[src/rtl/pr_pkg.sv]
package pr_pkg;
    parameter int PLANES = 4;
    parameter int PIX_W  = 8;
    localparam int SEL_W = $clog2(PLANES);
endpackage

[src/rtl/pr_plane_sel.sv]
module pr_plane_sel
    import pr_pkg::*;
(
    input  logic [PLANES*PIX_W-1:0] planes,
    input  logic [SEL_W-1:0]        map_sel,
    input  logic                    addr_lsb,
    input  logic                    steer,
    output logic [PIX_W-1:0]        byte_out
);
    logic [PIX_W-1:0] plane_arr [PLANES];
    logic [SEL_W-1:0] idx;

    for (genvar k = 0; k < PLANES; k++) begin : g_unpack
        assign plane_arr[k] = planes[k*PIX_W +: PIX_W];
    end

    always_comb begin
        if (steer) idx = {map_sel[SEL_W-1:1], addr_lsb};
        else       idx = map_sel;
        byte_out = plane_arr[idx];
    end
endmodule

[src/rtl/pr_color_cmp.sv]
module pr_color_cmp
    import pr_pkg::*;
(
    input  logic [PLANES*PIX_W-1:0] planes,
    input  logic [PLANES-1:0]       color,
    input  logic [PLANES-1:0]       care,
    output logic [PIX_W-1:0]        match
);
    for (genvar b = 0; b < PIX_W; b++) begin : g_pix
        logic [PLANES-1:0] miss;
        for (genvar k = 0; k < PLANES; k++) begin : g_pl
            assign miss[k] = (planes[k*PIX_W + b] ^ color[k]) & care[k];
        end
        assign match[b] = ~|miss;
    end
endmodule

[src/rtl/pr_read_path.sv]
module pr_read_path
    import pr_pkg::*;
(
    input  logic                    clk,
    input  logic                    rst_n,
    input  logic [PLANES*PIX_W-1:0] plane_data,
    input  logic                    addr_lsb,
    input  logic                    read_mode,
    input  logic                    oe_enable,
    input  logic                    oe_alt_n,
    input  logic [SEL_W-1:0]        map_sel,
    input  logic [PLANES-1:0]       cmp_color,
    input  logic [PLANES-1:0]       cmp_care,
    input  logic                    rd_strobe,
    output logic [PIX_W-1:0]        rd_comb,
    output logic [PIX_W-1:0]        rd_data
);
    logic [PIX_W-1:0] direct_byte;
    logic [PIX_W-1:0] match_byte;

    pr_plane_sel i_sel (
        .planes   (plane_data),
        .map_sel  (map_sel),
        .addr_lsb (addr_lsb),
        .steer    (oe_enable),
        .byte_out (direct_byte)
    );

    pr_color_cmp i_cmp (
        .planes (plane_data),
        .color  (cmp_color),
        .care   (cmp_care),
        .match  (match_byte)
    );

    always_comb begin
        rd_comb = read_mode ? match_byte : direct_byte;
    end

    always_ff @(posedge clk) begin
        if (!rst_n)         rd_data <= '0;
        else if (rd_strobe) rd_data <= rd_comb;
    end

    AST_OE_CONSISTENT: assert property (@(posedge clk) disable iff (!rst_n)
        oe_enable != oe_alt_n);
    AST_HOLD: assert property (@(posedge clk) disable iff (!rst_n)
        !rd_strobe |=> $stable(rd_data));
    AST_CAPTURE: assert property (@(posedge clk) disable iff (!rst_n)
        rd_strobe |=> rd_data == $past(rd_comb));
    AST_CARE_NONE: assert property (@(posedge clk) disable iff (!rst_n)
        (read_mode && cmp_care == '0) |-> rd_comb == '1);
    AST_PAIR_LOW: assert property (@(posedge clk) disable iff (!rst_n)
        (!read_mode && oe_enable && !map_sel[SEL_W-1]) |->
        (rd_comb == plane_data[0 +: PIX_W] || rd_comb == plane_data[PIX_W +: PIX_W]));
endmodule

[config.mk]
export PLATFORM = sky130hd
export DESIGN_NAME = pr_read_path
export DESIGN_NICKNAME = d
export VERILOG_FILES = /design/src/rtl/pr_pkg.sv /design/src/rtl/pr_plane_sel.sv /design/src/rtl/pr_color_cmp.sv /design/src/rtl/pr_read_path.sv
export SDC_FILE = /design/constraint.sdc
export NUM_CORES = 1
export LEC_CHECK = 0
export ABC_CLOCK_PERIOD_IN_PS = 1700
export BUFFER_PORTS_ARGS = -buffer_cell sky130_fd_sc_hd__buf_2
export CORE_UTILIZATION = 44
export CTS_CLUSTER_SIZE = 30
export DETAILED_ROUTE_END_ITERATION = 6
export PLACE_DENSITY = 0.8
export SYNTH_ARGS = -nofsm -noshare
export SYNTH_HDL_FRONTEND = slang
export SYNTH_SLANG_ARGS = --single-unit
[constraint.sdc]
create_clock -name clk -period 1.7 [get_ports clk]
set_input_delay 0.255 -clock clk [delete_from_list [all_inputs] [get_ports clk]]
set_output_delay 0.255 -clock clk [all_outputs]
set_load 0.02 [all_outputs]
==> results_dict.tcl, run 1 <==
set metrics [dict create \
    outcome "complete, no violations" \
    critPathSlowestCell "or3_4" \
    avgSynthCellArea_um2 7.49 \
    start_util 0.463 \
    hold_viol_final 0 \
    cp_max_fo 8 \
    critPathTopFamily "simple AND/OR/NAND/NOR gates" \
    worstPathArrival_ns 1.43 \
    setup_violations 0 \
    die_y_um 53.0 \
    placed_cell_area_um2 1470 \
    fin_total_pwr_uw 854 \
    cts_tree "built" \
    rsz0062_at_grt "yes" \
    cts_max_level 1 \
    cts_sinks 8 \
    synth_cell_type_count 21 \
    drcViolationCount 0 \
    hold_ws_ns 0.378 \
    hold_buffers 0 \
    wl_per_cell_um 14.3 \
    utilization 0.659 \
    ir_worst_vdd_v 0.000344 \
    yosysWarnings 0 \
    tightest_slew_ns 0.336 \
    synthMuxAreaShare 0.0950 \
    hold_path.class "input pin to flip-flop" \
    cts_root_buf "clkbuf_4" \
    ys_ff_latch 8 \
    drt_first_pass_iters 4 \
    grt_overflow 0 \
    cp.buffers_inverters 3 \
    crit_type "input pin to output port" \
    final_area_um2 1630 \
    grt_usage 0.258 \
    powerDensity_nw_per_um2 523 \
    io_pins 65 \
    grt_max_degree 18 \
    grt_pass1_wl_um 5390 \
    start_kind "input pin" \
    vias 1330 \
    post-route-period-util 0.990 \
    die_area_um2 2810 \
    wirelength_um 3460 \
    ys_seq_area_frac 0.140 \
    relSlewSlack 0.776 \
    yosys.area_share.simple 0.226 \
    cpPeakStageDelay_ns 0.39 \
    diodes 0 \
    largest_reg_flops 8 \
    drive_gt1_frac 0.415 \
    cp.required_ns 1.44 \
    drt_iter0_drc 38 \
    synth_compound_area_frac 0.236 \
    syn_inst 153 \
    core_um2 2480 \
    fp-row-count 18 \
    ant_nets 0 \
    cp-end-kind "output port" \
    die_x_um 53.0 \
    synth_top_family_by_area "XOR/XNOR gates" \
    vias_per_cell 5.50 \
    fin_skew_ns 0 \
    critPathMostFrequentCell "buf_6" \
    synth_xor_area_frac 0.245 \
    dp_hpwl_um 2590 \
    gp_congestion 0.910 \
    grt_pass1_vias 1211 \
    worstPathCellList "buf_8 > mux2i_2 > buf_6 > nor3_1 > or3_4 > o21ai_2 > buf_6" \
    clk_pin_slew_worst_paths_ns 0.05 \
    p_leak_uw 0.000793 \
    clock_latency_ns 0.25 \
    cap_violations 0 \
    maxSlewViolCount 0 \
    nets 263 \
    area_growth_pct 42.5 \
    port_buffers 63 \
    syn_area_um2 1150 \
    largest_register "rd_data" \
    finalCriticalPeriod_ns 1.68 \
    reg_top3 "rd_data: 8 flops" \
    fmax_ghz 0.594 \
    numCtsBuffers 3 \
    cts_max_path_buffers 2 \
    antenna_found_initial 0 \
    synthAdderAreaFrac 0 \
    synth_fp_nets 202 \
]
synth_stat cells:
cell | number | area (µm²)
and3b_1 | 1 | 8.76
dfxtp_1 | 8 | 160
nand3_1 | 8 | 40.0
mux2_4 | 1 | 15.0
buf_2 | 4 | 20.0
nand2_1 | 8 | 30.0
clkbuf_1 | 5 | 18.8
buf_1 | 2 | 7.51
a222oi_1 | 8 | 80.1
mux2i_2 | 1 | 13.8
mux2i_1 | 8 | 80.1
clkbuf_2 | 2 | 10.0
nor3_1 | 16 | 80.1
and2_1 | 8 | 50.1
a31oi_1 | 8 | 50.1
o21ai_0 | 8 | 40.0
xor2_1 | 32 | 280
a21o_1 | 8 | 60.1
buf_6 | 1 | 11.3
o21ai_1 | 8 | 40.0
or3_1 | 8 | 50.1
power by group:
part / switching [µW] / internal, µW / leakage (µW)
Clock: 59.4 / 80.4 / 0.0000138
Sequential: 5.95 / 204 / 0.0000664
Combinational: 269 / 236 / 0.000713
Total: 334 / 520 / 0.000793
layout by cell type (no fill, tap or decap), types with 3 or more instances in the layout:
cell type / n
dfxtp_1: 8
o21ai_2: 6
buf_6: 7
a31oi_1: 8
clkbuf_4: 3
buf_4: 9
buf_2: 52
a222oi_1: 8
xor2_1: 32
mux2i_1: 8
nand3_1: 8
nor3_1: 14
o21ai_0: 8
a21o_1: 8
and2_1: 8
or3_4: 5
or3_1: 3
nand2_1: 8
cells by family (layout without fill, tap and decap cells):
| logic type | count (synthesis) | count (layout) |
|---|---|---|
| and+or+nand+nor | 49 | 49 |
| DFF | 8 | 8 |
| xor gates and xnor gates | 32 | 32 |
| buffers and inverters | 14 | 72 |
| muxes | 10 | 11 |
| AOI/OAI and AO/OA | 40 | 40 |
cell type report:
cell class                      count  area (µm²)
Timing Repair Buffer               69         422
Tap cell                           30        37.5
Sequential cell                     8         160
Fill cell                         230         845
Clock buffer                        3        22.5
Multi-Input combinational cell    132         991
metal layers:
metal	track usage	vias to the layer above	wire (µm)
li1	-	687	-
met1	0.336	615	1610
met2	0.428	28	1770
met3	0.0144	0	76
met4	0.123	0	0
met5	0	-	0
final timing paths:
kind	from	to	slack (ns)	depth (start not counted)
max	oe_enable	rd_comb[2]	0.02	7
min	rd_strobe	rd_data[6]	0.38	2
max reg2reg	rd_data[5]	rd_data[5]	0.93	3
min reg2reg	rd_data[2]	rd_data[2]	0.61	3
stage by stage:
step / std cells / setup TNS, ns / setup WS (ns)
after CTS: 241 / 0 / 0.0162
final: 242 / 0 / 0.0172
after floorplan: 153 / 0 / 0.0817
after global routing: 242 / -0.215 / -0.0535
after detailed placement: 237 / -0.420 / -0.0823
after global placement: 237 / -0.366 / -0.0637
what timing repair did:
action | CTS | global route
buffers inserted | 0 | 1
resized for setup | 12 | 24
endpoints found under the setup margin | 8 | 8
gates cloned | 1 | 0
pin swaps | 12 | 10
No activity file was read; power rests on OpenSTA's default activity.
==> inputs of run 2 (changes only) <==
--- a/config.mk
+++ b/config.mk
@@ -7,10 +7,11 @@
 export LEC_CHECK = 0
 export ABC_CLOCK_PERIOD_IN_PS = 1700
 export BUFFER_PORTS_ARGS = -buffer_cell sky130_fd_sc_hd__buf_2
-export CORE_UTILIZATION = 44
+export CORE_UTILIZATION = 45
 export CTS_CLUSTER_SIZE = 30
 export DETAILED_ROUTE_END_ITERATION = 6
-export PLACE_DENSITY = 0.8
+export PLACE_DENSITY = 0.81
 export SYNTH_ARGS = -nofsm -noshare
 export SYNTH_HDL_FRONTEND = slang
+export SYNTH_HIERARCHICAL = 1
 export SYNTH_SLANG_ARGS = --single-unit
==> results_dict.tcl, run 2 <==
set metrics [dict create \
    die_y_um 52.9 \
    grt_pass1_wl_um 4490 \
    drt_iter0_drc 14 \
    largest_register "rd_data" \
    cp_max_fo 2 \
    drt_first_pass_iters 4 \
    cts_sinks 8 \
    multiInputGateArea_um2 913 \
    fmax_ghz 0.561 \
    clkPwrFrac 0.170 \
    cts_tree "built" \
    drive_gt1_frac 0.599 \
    largest_reg_flops 8 \
    crit_type "input pin to output port" \
    power.switching_uw 326 \
    critPathTopFamily "multiplexers" \
    gp_congestion 0.790 \
    synth.most_common_cell "xor2_1" \
    synthMuxAreaShare 0.300 \
    fin_skew_ns 0 \
    seq_area_um2 160 \
    clock_latency_ns 0.26 \
    cts_root_buf "clkbuf_4" \
    synth_top_area_cell "xor2_1" \
    comb_power_share 0.595 \
    grt_max_degree 10 \
    nets 213 \
    rsz0062_at_grt "yes" \
    vias_per_cell 5.58 \
    worstPathArrival_ns 1.53 \
    cp.required_ns 1.44 \
    numCtsBuffers 3 \
    cts_max_level 1 \
    setup_slack_ns -0.0817 \
    cts_max_path_buffers 2 \
    final_cell_mix "buf_2 (53), xor2_1 (32), buf_6 (9)" \
    finalCriticalPeriod_ns 1.78 \
    ant_nets 0 \
    synth_xor_area_frac 0.241 \
    grt_pass1_vias 1024 \
    syn_inst 100 \
    p_int_uw 571 \
    synthAdderAreaFrac 0 \
    mostFrequentLayoutCell "buf_2" \
    cp-end-kind "output port" \
    start_kind "input pin" \
    dp_hpwl_um 2250 \
    vias 1071 \
    outcome "complete, but fails checks" \
    synth_fp_nets 149 \
    start_util 0.474 \
    cap_violations 0 \
    ys_seq_area_frac 0.138 \
    yosys_most_used_dff "dfxtp_1" \
    synth_edf_count 0 \
    setup_violations 8 \
    synth.area.top_cells "xor2_1 (24%), mux4_1 (16%), dfxtp_1 (14%)" \
    reg_top3 "rd_data: 8 flops" \
    wirelength_um 2990 \
    utilization 0.637 \
    io_pins 65 \
    dp_slack_ns -0.140 \
    area_growth_pct 34.4 \
    ir_worst_vdd_v 0.000464 \
    placed_cell_area_um2 1470 \
    synth_cell_type_count 15 \
    hold_path.class "input pin to flip-flop" \
    maxSlewViolCount 0 \
    port_buffers 63 \
    synth_top_family_by_area "multiplexers" \
    powerDensity_nw_per_um2 574 \
    yosys.area_share.simple 0 \
    syn_area_um2 1160 \
    cp.buffers_inverters 2 \
    ys_ff_latch 8 \
    worstPathCellList "buf_8 > mux2i_4 > mux4_2 > mux2_4 > buf_6" \
    diodes 0 \
    synth-async-reset-ratio 0 \
    synth_compound_area_frac 0.267 \
    relSlewSlack 0.806 \
    yosysWarnings 6 \
    tightest_slew_ns 0.291 \
    avgSynthCellArea_um2 11.6 \
    final_area_um2 1560 \
    fp-row-count 18 \
    tns_ns -0.265 \
    drcViolationCount 0 \
    p_leak_uw 0.000790 \
    p_sw_frac 0.364 \
    clk_pin_slew_worst_paths_ns 0.05 \
    yosysTopAreaCellShare 0.241 \
    violations "setup timing" \
    hold_ws_ns 0.372 \
    hold_viol_final 0 \
    antenna_found_initial 0 \
    power_frac_seq 0.235 \
    cpPeakStageDelay_ns 0.52 \
    nFillCells 214 \
    critPathSlowestCell "mux4_2" \
    core_um2 2450 \
    die_area_um2 2790 \
    grt_overflow 0 \
    wl_per_cell_um 15.6 \
    die_x_um 52.9 \
    grt_usage 0.224 \
    post-route-period-util 1.05 \
]
run 2: routing by layer:
layer,share of wire,GRT usage
met1,0.41,0.277
met2,0.52,0.388
met3,0.051,0.0172
met4,0.023,0.105
met5,0,0
run 2: path summary, 6_finish.rpt:
| kind | slack [ns] | cells after the start | endpoint | start |
|---|---|---|---|---|
| worst min register to register | 0.59 | 2 | rd_data[0] | rd_data[0] |
| worst min-delay path | 0.37 | 3 | rd_data[0] | rst_n |
| worst max-delay path | -0.08 | 5 | rd_comb[4] | oe_enable |
| worst max register to register | 0.99 | 2 | rd_data[6] | rd_data[6] |
run 2: power by group through the flow:
stage / Clock (µW) / Combinational, µW / Sequential [µW]
2_1_floorplan: 0 / 301 / 235
3_3_place_gp: 0 / 452 / 214
3_5_place_dp: 0 / 463 / 215
4_1_cts: 151 / 534 / 211
5_1_grt: 168 / 573 / 212
6_report: 153 / 534 / 211
run 2: repair_timing:
action,in CTS,in global routing
endpoints found under the hold margin,0,0
setup endpoints to repair,8,8
pin swaps,0,0
hold buffers,0,0
buffers inserted,4,0
resized for setup,28,0
run 2: worst register-to-register path, delay by kind of cell (launching register included):
| kind | cells | cell delay, ns |
|---|---|---|
| DFF | 1 | 0.31 |
| AOI/OAI and AO/OA | 2 | 0.30 |
run 2: cell type report:
class                      instances  share of cell area
multi-input combinational         81               0.584
clock buffer                       3              0.0144
inverter                           1             0.00240
sequential                         8               0.102
tap                               30              0.0240
timing repair buffer              69               0.273
run 2: through the flow:
step | instances | total power (µW)
after CTS | 192 | 895
after global placement | 185 | 666
final | 192 | 897
after floorplan | 100 | 536
after global routing | 192 | 953
after detailed placement | 185 | 677
run 2: kinds of logic after synthesis:
family | count (synthesis)
mux | 17
flops | 8
buf+inv | 11
compound gates | 32
xor+xnor | 32
==> inputs of run 3 (changes only) <==
--- a/config.mk
+++ b/config.mk
@@ -8,9 +8,10 @@
 export ABC_CLOCK_PERIOD_IN_PS = 1700
 export BUFFER_PORTS_ARGS = -buffer_cell sky130_fd_sc_hd__buf_2
 export CORE_UTILIZATION = 45
+export CTS_BUF_LIST = sky130_fd_sc_hd__clkbuf_4 sky130_fd_sc_hd__clkbuf_8
 export CTS_CLUSTER_SIZE = 30
 export DETAILED_ROUTE_END_ITERATION = 6
-export PLACE_DENSITY = 0.81
+export PLACE_DENSITY_LB_ADDON = 0.1
 export SYNTH_ARGS = -nofsm -noshare
 export SYNTH_HDL_FRONTEND = slang
 export SYNTH_HIERARCHICAL = 1
==> results_dict.tcl, run 3 (synthesized netlist as in run 2, its figures left out) <==
set metrics [dict create \
    drive_gt1_frac 0.594 \
    die_area_um2 2790 \
    hold_depth 3 \
    area_growth_pct 33.1 \
    antenna_found_initial 0 \
    hold_viol_final 0 \
    wl_per_cell_um 15.4 \
    critPathSlowestCell "mux4_2" \
    cts_max_path_buffers 2 \
    cp.buffers_inverters 2 \
    worstPathArrival_ns 1.53 \
    cts_root_buf "clkbuf_4" \
    r2r-start "rd_data[7]" \
    vias_per_cell 5.57 \
    tightest_slew_ns 0.269 \
    hold_path.class "input pin to flip-flop" \
    critPathTopFamily "multiplexers" \
    crit_start "oe_enable" \
    cp_max_fo 2 \
    hold_ws_ns 0.386 \
    r2r_end "rd_data[7]" \
    tns_ns -0.317 \
    ant_nets 0 \
    powerDensity_nw_per_um2 565 \
    grt_max_degree 10 \
    fmax_ghz 0.560 \
    post-route-period-util 1.05 \
    cts_tree "built" \
    grt_pass1_vias 1028 \
    finalCriticalPeriod_ns 1.78 \
    p_leak_uw 0.000781 \
    wirelength_um 2920 \
    start_util 0.474 \
    die_x_um 52.9 \
    grt_pass1_wl_um 4670 \
    final_cell_mix "buf_2 (53), xor2_1 (32), buf_6 (9)" \
    largest_reg_flops 8 \
    cpPeakStageDelay_ns 0.52 \
    start_kind "input pin" \
    cp-end-kind "output port" \
    largest_register "rd_data" \
    maxSlewViolCount 0 \
    cp.required_ns 1.44 \
    core_um2 2450 \
    drt_first_pass_iters 4 \
    outcome "complete, but fails checks" \
    setup_slack_ns -0.0845 \
    fin_skew_ns 0 \
    nets 211 \
    mostFrequentLayoutCell "buf_2" \
    reg_top3 "rd_data: 8 flops" \
    diodes 0 \
    vias 1059 \
    drcViolationCount 0 \
    gp_congestion 0.696 \
    die_y_um 52.9 \
    cts_max_level 1 \
    port_buffers 63 \
    grt_usage 0.229 \
    cts_sinks 8 \
    critPathCapture "rd_comb[4]" \
    rsz0062_at_grt "yes" \
    numCtsBuffers 3 \
    relSlewSlack 0.821 \
    setup_violations 8 \
    grt_overflow 0 \
    fp-row-count 18 \
    clock_latency_ns 0.24 \
    clk_pin_slew_worst_paths_ns 0.06 \
    worstPathCellList "buf_8 > mux2i_4 > mux4_2 > mux2_4 > buf_6" \
    place_inst 185 \
    r2r_slack_ns 1.00 \
    drt_iter0_drc 25 \
    dp_hpwl_um 2200 \
    ir_worst_vdd_v 0.000392 \
    crit_type "input pin to output port" \
    worst-path-stages 5 \
    io_pins 65 \
    cap_violations 0 \
    fin_cells 190 \
    violations "setup timing" \
    hold_buffers 0 \
    r2r_cells 2 \
]
==> run 3: cell types whose count changed in the layout (fill, tap and decap cells not counted) <==
cell / before / now
buf_4: 6 / 4
==> run 3: final cells by class <==
type	count	area, µm²
multi-input combinational	81	913
fill	218	906
timing repair buffer	67	412
sequential	8	160
tap	30	37.5
clock buffer	3	22.5
inverter	1	3.75
==> run 3: worst min path at each step <==
stage / startpoint / endpoint / slack (ns)
CTS: rst_n / rd_data[1] / 0.38
global placement: rd_data[5] / rd_data[5] / 0.58
global route: rst_n / rd_data[0] / 0.39
detailed placement: rd_data[1] / rd_data[1] / 0.59
floorplan: rst_n / rd_data[0] / 0.47
finish: rst_n / rd_data[1] / 0.39
==> run 3: layer usage <==
metal,vias up,part of all wire,track usage
met5,-,0,0
met4,0,0.0048,0.0658
met3,2,0.039,0.00862
met2,41,0.53,0.443
met1,511,0.43,0.268
li1,505,-,-
==> run 3: report_power, final <==
group | internal, µW | total, µW | switching [µW]
combinational | 278 | 522 | 245
clock | 80.6 | 142 | 61.5
sequential | 204 | 210 | 6.47
total | 562 | 875 | 313
==> run 3: what timing repair did <==
action / in CTS / in global routing
buffers inserted: 2 / 0
setup endpoints to repair: 8 / 8
cloned: 0 / 0
hold endpoints to repair: 0 / 0
resized for setup: 27 / 0
==> run 3: worst min-delay path: cells and delay by family <==
kind                   cells  cell delay, ns
buffers and inverters      1            0.14
AO/OA/AOI/OAI              2            0.20
==> run 3: metrics by stage <==
step / setup slack (ns) / area [µm²] / util / total power [µW]
after floorplan: 0.0307 / 1160 / - / 536
after CTS: -0.0984 / 1550 / 0.631 / 883
after global placement: -0.134 / 1470 / 0.599 / 666
after detailed placement: -0.149 / 1470 / 0.599 / 677
final: -0.0845 / 1550 / 0.631 / 875
after global routing: -0.106 / 1550 / 0.631 / 937
